<file path="src/rtl/cr_pkg.sv">
package cr_pkg;
   // window offsets (byte addresses inside one 4 KiB locality window)
   localparam logic [11:0] OFF_LOC_STATE = 12'h000;
   localparam logic [11:0] OFF_LOC_CTRL  = 12'h008;
   localparam logic [11:0] OFF_LOC_STS   = 12'h00C;
   localparam logic [11:0] OFF_ID_LO     = 12'h030;
   localparam logic [11:0] OFF_ID_HI     = 12'h034;
   localparam logic [11:0] OFF_CTRL_REQ  = 12'h040;
   localparam logic [11:0] OFF_CTRL_STS  = 12'h044;
   localparam logic [11:0] OFF_CANCEL    = 12'h048;
   localparam logic [11:0] OFF_START     = 12'h04C;
   localparam logic [11:0] OFF_CMD_SIZE  = 12'h058;
   localparam logic [11:0] OFF_CMD_ALO   = 12'h05C;
   localparam logic [11:0] OFF_CMD_AHI   = 12'h060;
   localparam logic [11:0] OFF_RSP_SIZE  = 12'h064;
   localparam logic [11:0] OFF_RSP_ADDR  = 12'h068;

   // command codes
   localparam logic [31:0] CODE_ONE = 32'h1;
   localparam logic [31:0] CODE_TWO = 32'h2;

   // the only locality that can become active
   localparam logic [3:0] ACTIVE_LOC = 4'd0;

   // identifier word fields
   localparam logic [3:0] ID_TYPE    = 4'h1;
   localparam logic [3:0] ID_VER     = 4'h1;
   localparam logic [1:0] ID_XFER    = 2'b11;
   localparam logic       ID_CMDBUF  = 1'b1;
   localparam logic [1:0] ID_SEL     = 2'b01;

   function automatic logic [31:0] size_mask(input logic [1:0] sz);
      logic [31:0] m;
      case (sz)
         2'd0:    m = 32'h0000_00FF;
         2'd1:    m = 32'h0000_FFFF;
         2'd2:    m = 32'h00FF_FFFF;
         default: m = 32'hFFFF_FFFF;
      endcase
      return m;
   endfunction

   function automatic logic [31:0] id_word();
      logic [31:0] w;
      w        = '0;
      w[3:0]   = ID_TYPE;
      w[7:4]   = ID_VER;
      w[12:11] = ID_XFER;
      w[14]    = ID_CMDBUF;
      w[18:17] = ID_SEL;
      return w;
   endfunction
endpackage

</file>
<file path="src/rtl/cr_loc_unit.sv">
module cr_loc_unit
   import cr_pkg::*;
(
   input  logic        clk,
   input  logic        rst_n,
   input  logic        ctl_we,
   input  logic [31:0] ctl_val,
   output logic        assigned,
   output logic        granted,
   output logic        seized
);
   always_ff @(posedge clk or negedge rst_n) begin
      if (!rst_n) begin
         assigned <= 1'b0;
         granted  <= 1'b0;
         seized   <= 1'b0;
      end else if (ctl_we) begin
         if (ctl_val == CODE_ONE) begin
            assigned <= 1'b1;
            granted  <= 1'b1;
            seized   <= 1'b0;
         end else if (ctl_val == CODE_TWO) begin
            assigned <= 1'b0;
            granted  <= 1'b0;
         end
      end
   end

   AST_GRANT_FOLLOWS_ASSIGN: assert property (@(posedge clk) disable iff (!rst_n)
      granted == assigned);

   AST_NO_SEIZE: assert property (@(posedge clk) disable iff (!rst_n)
      !seized);
endmodule

</file>
<file path="src/rtl/cr_cmd_unit.sv">
module cr_cmd_unit
   import cr_pkg::*;
#(
   parameter int BUF_BYTES = 3968,
   parameter int LEN_W     = $clog2(BUF_BYTES + 1)
) (
   input  logic             clk,
   input  logic             rst_n,
   input  logic             req_we,
   input  logic [31:0]      req_val,
   input  logic             start_we,
   input  logic [31:0]      start_val,
   input  logic [3:0]       wr_loc,
   input  logic             assigned,
   input  logic             cancel_we,
   input  logic [31:0]      cancel_val,
   input  logic [31:0]      hdr_size,
   input  logic             be_done,
   input  logic             be_err,
   output logic             idle,
   output logic             fatal,
   output logic             start_bit,
   output logic             be_start,
   output logic [LEN_W-1:0] be_len,
   output logic             be_cancel
);
   localparam logic [31:0]      BUF_W   = 32'(BUF_BYTES);
   localparam logic [LEN_W-1:0] BUF_LEN = LEN_W'(BUF_BYTES);

   logic             accept;
   logic             do_cancel;
   logic [LEN_W-1:0] clamp_len;

   always_comb begin
      accept    = start_we && (start_val == CODE_ONE) && !start_bit
                  && assigned && (wr_loc == ACTIVE_LOC);
      do_cancel = cancel_we && (cancel_val == CODE_ONE) && start_bit;
      clamp_len = (hdr_size < BUF_W) ? hdr_size[LEN_W-1:0] : BUF_LEN;
   end

   // idle / command-ready
   always_ff @(posedge clk or negedge rst_n) begin
      if (!rst_n) begin
         idle <= 1'b1;
      end else if (req_we) begin
         if (req_val == CODE_ONE)      idle <= 1'b0;
         else if (req_val == CODE_TWO) idle <= 1'b1;
      end
   end

   // start bit, fatal status, backend pulses
   always_ff @(posedge clk or negedge rst_n) begin
      if (!rst_n) begin
         start_bit <= 1'b0;
         fatal     <= 1'b0;
         be_start  <= 1'b0;
         be_cancel <= 1'b0;
         be_len    <= '0;
      end else begin
         be_start  <= accept;
         be_cancel <= do_cancel;
         if (accept) begin
            start_bit <= 1'b1;
            be_len    <= clamp_len;
         end else if (be_done) begin
            start_bit <= 1'b0;
         end
         if (be_done && be_err) fatal <= 1'b1;
      end
   end

   AST_START_ONE_SHOT: assert property (@(posedge clk) disable iff (!rst_n)
      be_start |=> !be_start);

   AST_LEN_IN_BUFFER: assert property (@(posedge clk) disable iff (!rst_n)
      be_start |-> (be_len <= BUF_LEN));

   AST_CANCEL_NEEDS_PENDING: assert property (@(posedge clk) disable iff (!rst_n)
      be_cancel |-> $past(start_bit));

   AST_DONE_CLEARS_START: assert property (@(posedge clk) disable iff (!rst_n)
      be_done |=> !start_bit);

   AST_FATAL_STICKY: assert property (@(posedge clk) disable iff (!rst_n)
      fatal |=> fatal);
endmodule

</file>
<file path="src/rtl/cr_read_mux.sv">
module cr_read_mux
   import cr_pkg::*;
#(
   parameter logic [31:0] BUF_BASE  = 32'hFED4_0080,
   parameter int          BUF_BYTES = 3968,
   parameter logic [15:0] VENDOR_ID = 16'h1014
) (
   input  logic [11:0] offset,
   input  logic        est_flag,
   input  logic        assigned,
   input  logic        granted,
   input  logic        seized,
   input  logic        idle,
   input  logic        fatal,
   input  logic        start_bit,
   output logic [31:0] rdata
);
   localparam logic [31:0] SIZE_W = 32'(BUF_BYTES);
   localparam logic [31:0] ID_LO  = id_word();

   logic [31:0] word;

   always_comb begin
      word = '0;
      case ({offset[11:2], 2'b00})
         OFF_LOC_STATE: begin
            word[7]   = 1'b1;
            word[4:2] = ACTIVE_LOC[2:0];
            word[1]   = assigned;
            word[0]   = !est_flag;
         end
         OFF_LOC_STS:   word[1:0] = {seized, granted};
         OFF_ID_LO:     word = ID_LO;
         OFF_ID_HI:     word[15:0] = VENDOR_ID;
         OFF_CTRL_STS:  word[1:0] = {idle, fatal};
         OFF_START:     word[0] = start_bit;
         OFF_CMD_SIZE:  word = SIZE_W;
         OFF_CMD_ALO:   word = BUF_BASE;
         OFF_CMD_AHI:   word = '0;
         OFF_RSP_SIZE:  word = SIZE_W;
         OFF_RSP_ADDR:  word = BUF_BASE;
         default:       word = '0;
      endcase
      rdata = word >> {offset[1:0], 3'b000};
   end
endmodule

</file>
<file path="src/rtl/cmdresp_ctrl_regs.sv">
module cmdresp_ctrl_regs
   import cr_pkg::*;
#(
   parameter int          ADDR_W    = 16,
   parameter logic [31:0] BUF_BASE  = 32'hFED4_0080,
   parameter int          BUF_BYTES = 3968,
   parameter logic [15:0] VENDOR_ID = 16'h1014,
   parameter int          LEN_W     = $clog2(BUF_BYTES + 1)
) (
   input  logic              clk,
   input  logic              rst_n,
   input  logic              bus_valid,
   input  logic              bus_write,
   input  logic [ADDR_W-1:0] bus_addr,
   input  logic [1:0]        bus_size,
   input  logic [31:0]       bus_wdata,
   output logic [31:0]       bus_rdata,
   input  logic              est_flag,
   input  logic [31:0]       hdr_size,
   output logic              be_start,
   output logic [LEN_W-1:0]  be_len,
   output logic              be_cancel,
   input  logic              be_done,
   input  logic              be_err
);
   generate
      if (ADDR_W != 16) begin : g_bad_addr
         $error("ADDR_W must be 16: locality sits in bits [15:12]");
      end
      if (BUF_BYTES < 8) begin : g_bad_buf
         $error("BUF_BYTES must hold at least a command header");
      end
      if (LEN_W < $clog2(BUF_BYTES + 1)) begin : g_bad_len
         $error("LEN_W too narrow for BUF_BYTES");
      end
   endgenerate

   logic [11:0] offset;
   logic [3:0]  wr_loc;
   logic [31:0] wval;
   logic        wr;
   logic        assigned, granted, seized;
   logic        idle, fatal, start_bit;

   always_comb begin
      offset = bus_addr[11:0];
      wr_loc = bus_addr[15:12];
      wval   = bus_wdata & size_mask(bus_size);
      wr     = bus_valid && bus_write;
   end

   cr_loc_unit u_loc (
      .clk      (clk),
      .rst_n    (rst_n),
      .ctl_we   (wr && (offset == OFF_LOC_CTRL)),
      .ctl_val  (wval),
      .assigned (assigned),
      .granted  (granted),
      .seized   (seized)
   );

   cr_cmd_unit #(
      .BUF_BYTES (BUF_BYTES),
      .LEN_W     (LEN_W)
   ) u_cmd (
      .clk        (clk),
      .rst_n      (rst_n),
      .req_we     (wr && (offset == OFF_CTRL_REQ)),
      .req_val    (wval),
      .start_we   (wr && (offset == OFF_START)),
      .start_val  (wval),
      .wr_loc     (wr_loc),
      .assigned   (assigned),
      .cancel_we  (wr && (offset == OFF_CANCEL)),
      .cancel_val (wval),
      .hdr_size   (hdr_size),
      .be_done    (be_done),
      .be_err     (be_err),
      .idle       (idle),
      .fatal      (fatal),
      .start_bit  (start_bit),
      .be_start   (be_start),
      .be_len     (be_len),
      .be_cancel  (be_cancel)
   );

   cr_read_mux #(
      .BUF_BASE  (BUF_BASE),
      .BUF_BYTES (BUF_BYTES),
      .VENDOR_ID (VENDOR_ID)
   ) u_rd (
      .offset    (offset),
      .est_flag  (est_flag),
      .assigned  (assigned),
      .granted   (granted),
      .seized    (seized),
      .idle      (idle),
      .fatal     (fatal),
      .start_bit (start_bit),
      .rdata     (bus_rdata)
   );

   AST_START_FROM_OWNER: assert property (@(posedge clk) disable iff (!rst_n)
      be_start |-> $past(assigned && wr_loc == ACTIVE_LOC));
endmodule

</file>
<file path="config.mk">
export PLATFORM = sky130hd
export DESIGN_NAME = cmdresp_ctrl_regs
export DESIGN_NICKNAME = d
export VERILOG_FILES = /design/src/rtl/cr_pkg.sv /design/src/rtl/cr_loc_unit.sv /design/src/rtl/cr_cmd_unit.sv /design/src/rtl/cr_read_mux.sv /design/src/rtl/cmdresp_ctrl_regs.sv
export SDC_FILE = /design/constraint.sdc
export NUM_CORES = 1
export LEC_CHECK = 0
export ABC_AREA = 1
export CAP_MARGIN = 20
export CORE_MARGIN = 4
export CORE_UTILIZATION = 32
export CTS_BUF_LIST = sky130_fd_sc_hd__clkbuf_4 sky130_fd_sc_hd__clkbuf_8 sky130_fd_sc_hd__clkbuf_16
export CTS_CLUSTER_DIAMETER = 40
export DETAILED_ROUTE_END_ITERATION = 6
export PLACE_DENSITY = 0.84
export SYNTH_ARGS = -nofsm -noshare
export SYNTH_HDL_FRONTEND = slang
export SYNTH_SLANG_ARGS = --single-unit
</file>
<file path="constraint.sdc">
create_clock -name clk -period 1.65 [get_ports clk]
set_input_delay 0.4125 -clock clk [delete_from_list [all_inputs] [get_ports clk]]
set_output_delay 0.4125 -clock clk [all_outputs]
set_load 0.02 [all_outputs]
</file>
# --- Word level (Yosys, flattened, before mapping) ---
# Index checks and enable logic that the tools add are counted.
word_totals:
  reg_bits: 18
  wordCells: 65
  input_bits: 89
op_classes:
  eq_ne: 17
  bitwise: 1
  n_lt_le_gt_ge: 1
  mux: 14
  reduce_logical: 24
  shifts: 1
ops:
  columns: ["cell", "n"]
  rows:
  - ["one-hot mux 32 bit (3 select lines)", 1]
  - ["equality test 10 x 5 -> 1 bit (second input constant)", 6]
  - ["equality test 12 x 7 -> 1 bit (second input constant)", 3]
  - ["AND 32 bit", 1]
  - ["equality test 32 x 1 -> 1 bit (second input constant)", 1]
  - ["equality test 32 x 2 -> 1 bit (second input constant)", 1]
  - ["< comparator 32 x 12 -> 1 bit (second input constant)", 1]
  - ["one-hot mux 16 bit (2 select lines)", 1]
  - ["right shift 32 x 5 -> 32 bit", 1]
  - ["one-hot mux 7 bit (3 select lines)", 1]
  - ["equality test 10 x 4 -> 1 bit (second input constant)", 2]
  - ["equality test 12 x 4 -> 1 bit (second input constant)", 1]
  - ["logical AND 1 bit", 12]
  - ["two-way mux 12 bit", 1]
  - ["equality test 10 x 2 -> 1 bit (second input constant)", 1]
  - ["logical NOT 10 bit", 1]
  - ["two-way mux 1 bit", 7]
  - ["one-hot mux 3 bit (2 select lines)", 1]
  - ["one-hot mux 1 bit (5 select lines)", 1]
  - ["OR reduction 5 bit", 1]
  - ["logical NOT 4 bit", 1]
  - ["AND reduction 2 bit", 2]
  - ["nonzero test 2 bit", 2]
  - ["OR reduction 2 bit", 2]
  - ["5 further kinds", 6]

# --- Depth between registers and ports, before layout ---
# Gate-level depths: netlist of the first run.
depth:
  word_depth: 9
  ltp_mapped: 12

# --- Modules after synthesis ---
# From an unflattened synthesis of the first run, not the netlist that was laid out.
unflattened:
  cells_unflattened: 442
  area_unflattened_um2: 2424.8
by_module_without_submodules:
  columns: ["mod", "n_inst", "cells_per_inst", "seq_area_each_um2", "area_per_inst_um2"]
  rows:
  - ["cr_cmd_unit", 1, 201, 426.7, 1229.9]
  - ["cr_read_mux", 1, 116, 0.0, 634.4]
  - ["cmdresp_ctrl_regs", 1, 86, 0.0, 370.4]
  - ["cr_loc_unit", 1, 39, 25.0, 190.2]

# --- Least setup slack after synthesis of the first run ---
# OpenSTA, ideal clock, no wires.
synth_path:
  path_type: "input-to-output"
  start: "in bus_addr[11]"
  end: "out bus_rdata[26]"
  cell_stages: 6
  n_path_buf: 1
  required_time_ns: 1.237
  setup_slack_ns: -0.361
  arrival_ns: 1.599
  path_cell_list: "nor2_2 nand2_1 nor2_2 nand2_2 nor2_1 buf_4"
synth_via:
  elab_chain_cells: 4
  elab_cells_between_ends: 12
  cone_classes: "eq/ne (6); shift (1); mux (3); reduce/logical (2)"
synth_rtl:
  columns: ["element", "line_no", "rtl"]
  rows:
  - ["from (decl)", "cmdresp_ctrl_regs.sv:14", "input logic [ADDR_W-1:0] bus_addr,"]
  - ["equality test 10 x 5 -> 1 bit", "cr_read_mux.sv:25", "case ({offset[11:2], 2'b00})"]
  - ["OR reduction 2 bit (no source line)", null, null]
  - ["one-hot mux 7 bit (3 select lines) or one-hot mux 16 bit (2 select lines) (tied branches)", "cr_read_mux.sv:25", null]
  - ["right shift 32 x 5 -> 32 bit *", "cr_read_mux.sv:44", "rdata = word >> {offset[1:0], 3'b000};"]
  - ["to (decl)", "cmdresp_ctrl_regs.sv:17", "output logic [31:0] bus_rdata,"]
# Every way passes the cells marked *; elsewhere a longest branch is shown, timed or not.

# --- Worst setup path after layout of the first run ---
layout_path:
  start: "in bus_addr[8]"
  end: "out bus_rdata[11]"
# The elaborated chain is that of the path after synthesis.

==> results of run 1 <==
## worst paths after layout
check                      cells after the start               to            start  slack (ps)
min in group asynchronous                      2  u_cmd.be_len[4]            rst_n         490
setup / recovery                              11    bus_rdata[11]      bus_addr[8]        -360
max in group asynchronous                      2       u_cmd.idle            rst_n         900
setup reg to reg                               9  u_cmd.be_len[0]   u_loc.assigned         100
hold / removal                                 2  u_cmd.be_len[4]  u_cmd.be_len[4]         470
hold reg to reg                                2  u_cmd.be_len[4]  u_cmd.be_len[4]         470
## layout make-up
cell class,instances,area [um2]
Clock buffer,4,55.1
Inverter,43,174
Timing Repair Buffer,191,1920
Fill cell,385,1340
Tap cell,72,90.1
Multi-Input combinational cell,226,1510
Sequential cell,18,452
## synth_stat cells (2+ instances only)
cell and count:
buf_6 2, nand3_1 37, nand4_1 3, a21oi_1 5
nand2_4 2, o21ai_1 3, nand3b_1 6, buf_4 14
nor2_2 3, nor2_1 55, nand2_1 79, o21ai_0 9
inv_2 5, inv_1 36, dfrtp_1 17, nor2_4 3
nor2_8 2, nand2_2 3
## kinds of logic (layout without fill, tap and decap cells)
group,Yosys count,count (layout)
compound gates,22,22
buf+inv,60,238
flops,18,18
other cells,1,2
simple gates,201,202
## critical path: stages
cell     delay (ps)
buf_6           100
nor2_4          130
nand2_2          90
nor2_4          140
nand2_4         100
nor2_4          110
inv_2            60
nor2_4          140
inv_6            90
nand3_4         100
buf_6           120
## flip-flops by register name (all words and copies together) (netlist names)
register         count
u_cmd.fatal          1
u_cmd.start_bit      1
u_cmd.be_cancel      1
u_cmd.be_len        12
u_loc.assigned       1
u_cmd.idle           1
u_cmd.be_start       1
## layer usage
layer  wire length [um]  global-route usage, %  vias to the layer above
li1                   -                      -                     1294
met1               2780                   18.6                     1230
met2               4380                   40.1                      131
met3                601                   4.84                       26
met4                250                   6.14                        0
met5                  0                      0                        -
## power groups by stage
stage	Clock [mW]	Combinational [mW]	Sequential [mW]
after detailed placement	0	0.413	0.450
after floorplan	0	0.118	0.450
after CTS	0.361	0.436	0.441
final	0.355	0.452	0.441
after global placement	0	0.403	0.450
after global routing	0.377	0.484	0.441
## stage by stage
step / util (%) / setup WS, ps / cell area, um2 / setup TNS, ps
after floorplan: - / -212 / 1980 / -2240
after global placement: 65.3 / -1130 / 3620 / -38610
after detailed placement: 65.3 / -1250 / 3620 / -41530
after CTS: 71.3 / -294 / 3950 / -6500
after global routing: 75.8 / -433 / 4200 / -10640
final: 75.8 / -357 / 4200 / -8400
## what timing repair did
item                       CTS  global route
setup endpoints to repair   51            50
pin swaps                   37            50
resized for setup          286            76
setup buffers                9             5
gates cloned                 1             1
==> results.tsv, run 1 <==
metric	value	unit
p_clk_share	28.4	%
htreeDepth	1	
p_sw	0.339	mW
combinationalPowerShare	36.2	%
grt_pass1_wl	11600	um
maxCapViolCount	0	
final_hold_viol_count	0	
swShare	27.1	%
async_flop_share	100	%
drive_above_1_share	42.7	%
drc_errors	0	
holdCritPathClass	register to register	
initial_core_util	33.2	%
yosys.area_share.simple	52.5	%
syn_inst	302	
post_drt_via_cell_ratio	4.84	
grt_max_degree	19	
ant_nets	0	
whs	470	ps
yosysUniqueCellTypes	36	
first_pass_iters	4	
area_growth	128	%
drt-initial-drc-count	81	
grt_setup_unrepaired	true	
layout_common_cells	56 x nand2_1, 51 x buf_4, 48 x clkdlybuf4s50_1	
grt-ovfl-total	0	
crit_required	1240	ps
finalWorstSetupSlack	-357	ps
boundaryPins	135	
violations	negative setup slack	
synth_xor_area_share	0	%
cts_buffer_depth	2	
synth_top_area_share	23.1	%
crit_fanout	6	
fin_skew	2.41	ps
fmax	498	MHz
die_h	83.8	um
p_per_area	297	mW/mm2
diodes	0	
syn-cell-area	0.00184	mm2
irDropWorstVdd	306	uV
ys_seq_elements	18	
core	0.00554	mm2
synth_edf_count	0	
syn_avg_cell_area	6.09	um2
placed_cells	534	
cts_made_buffers	3	
grt_pass1_vias	2691	
synth_fa_ha_area_share	0	%
cts.sinks	18	
synth.area.top_cells	dfrtp_1 23%, nand2_1 16%, nor2_1 11%, nand3_1 10%, inv_1 7.3%	
io_buffers	132	
insertion_delay	250	ps
nets	572	
yosysWarningCount	0	
slew_violations	0	
grt_use_total	19.6	%
leakagePower	2.54	nW
synth_mux_area_share	0	%
wl_per_cell	14.5	um
cts-root-buf	clkbuf_8	
hpwl	5590	um
dieWidth	83.8	um
status	finished, violations left	
die_area	0.00703	mm2
intPower	0.909	mW
synth-seq-area-share	24.5	%
setup_viol	30	
min_period_over_period	122	%
gp_congestion	0.860	
power	1.25	mW
holdBufCountCts	0	
synth_ff_type	dfrtp_1	
cts_tree	done	
fin_crit	2010	ps
final_common_cell	nand2_1	
cp-start-kind	input port	
clk_pin_slew_worst_paths	70	ps
antenna_found_initial	0	
seqPwrFrac	35.4	%
synth_compound_area_share	6.73	%
cp_data_arrival_time	1590	ps
vias	2681	
crit_type	input port to output pin	
stdcell_count	554	
synth_top_area_cell	dfrtp_1	
rows	27	
synth_top_family_by_area	simple AND/OR/NAND/NOR gates	
end_kind	output pin	
postRouteWirelength	8020	um
Note: power is estimated with default switching activity, not from simulation.
==> run 2: changes to the inputs <==
--- a/config.mk
+++ b/config.mk
@@ -9,8 +9,8 @@
 export CAP_MARGIN = 20
 export CORE_MARGIN = 4
 export CORE_UTILIZATION = 32
-export CTS_BUF_LIST = sky130_fd_sc_hd__clkbuf_4 sky130_fd_sc_hd__clkbuf_8 sky130_fd_sc_hd__clkbuf_16
-export CTS_CLUSTER_DIAMETER = 40
+export CTS_BUF_LIST = sky130_fd_sc_hd__clkbuf_8 sky130_fd_sc_hd__clkbuf_16
+export CTS_CLUSTER_DIAMETER = 80
 export DETAILED_ROUTE_END_ITERATION = 6
 export PLACE_DENSITY = 0.84
 export SYNTH_ARGS = -nofsm -noshare
==> results of run 2 <==
The final DEF is identical to that of run 1; final timing and power are the same.
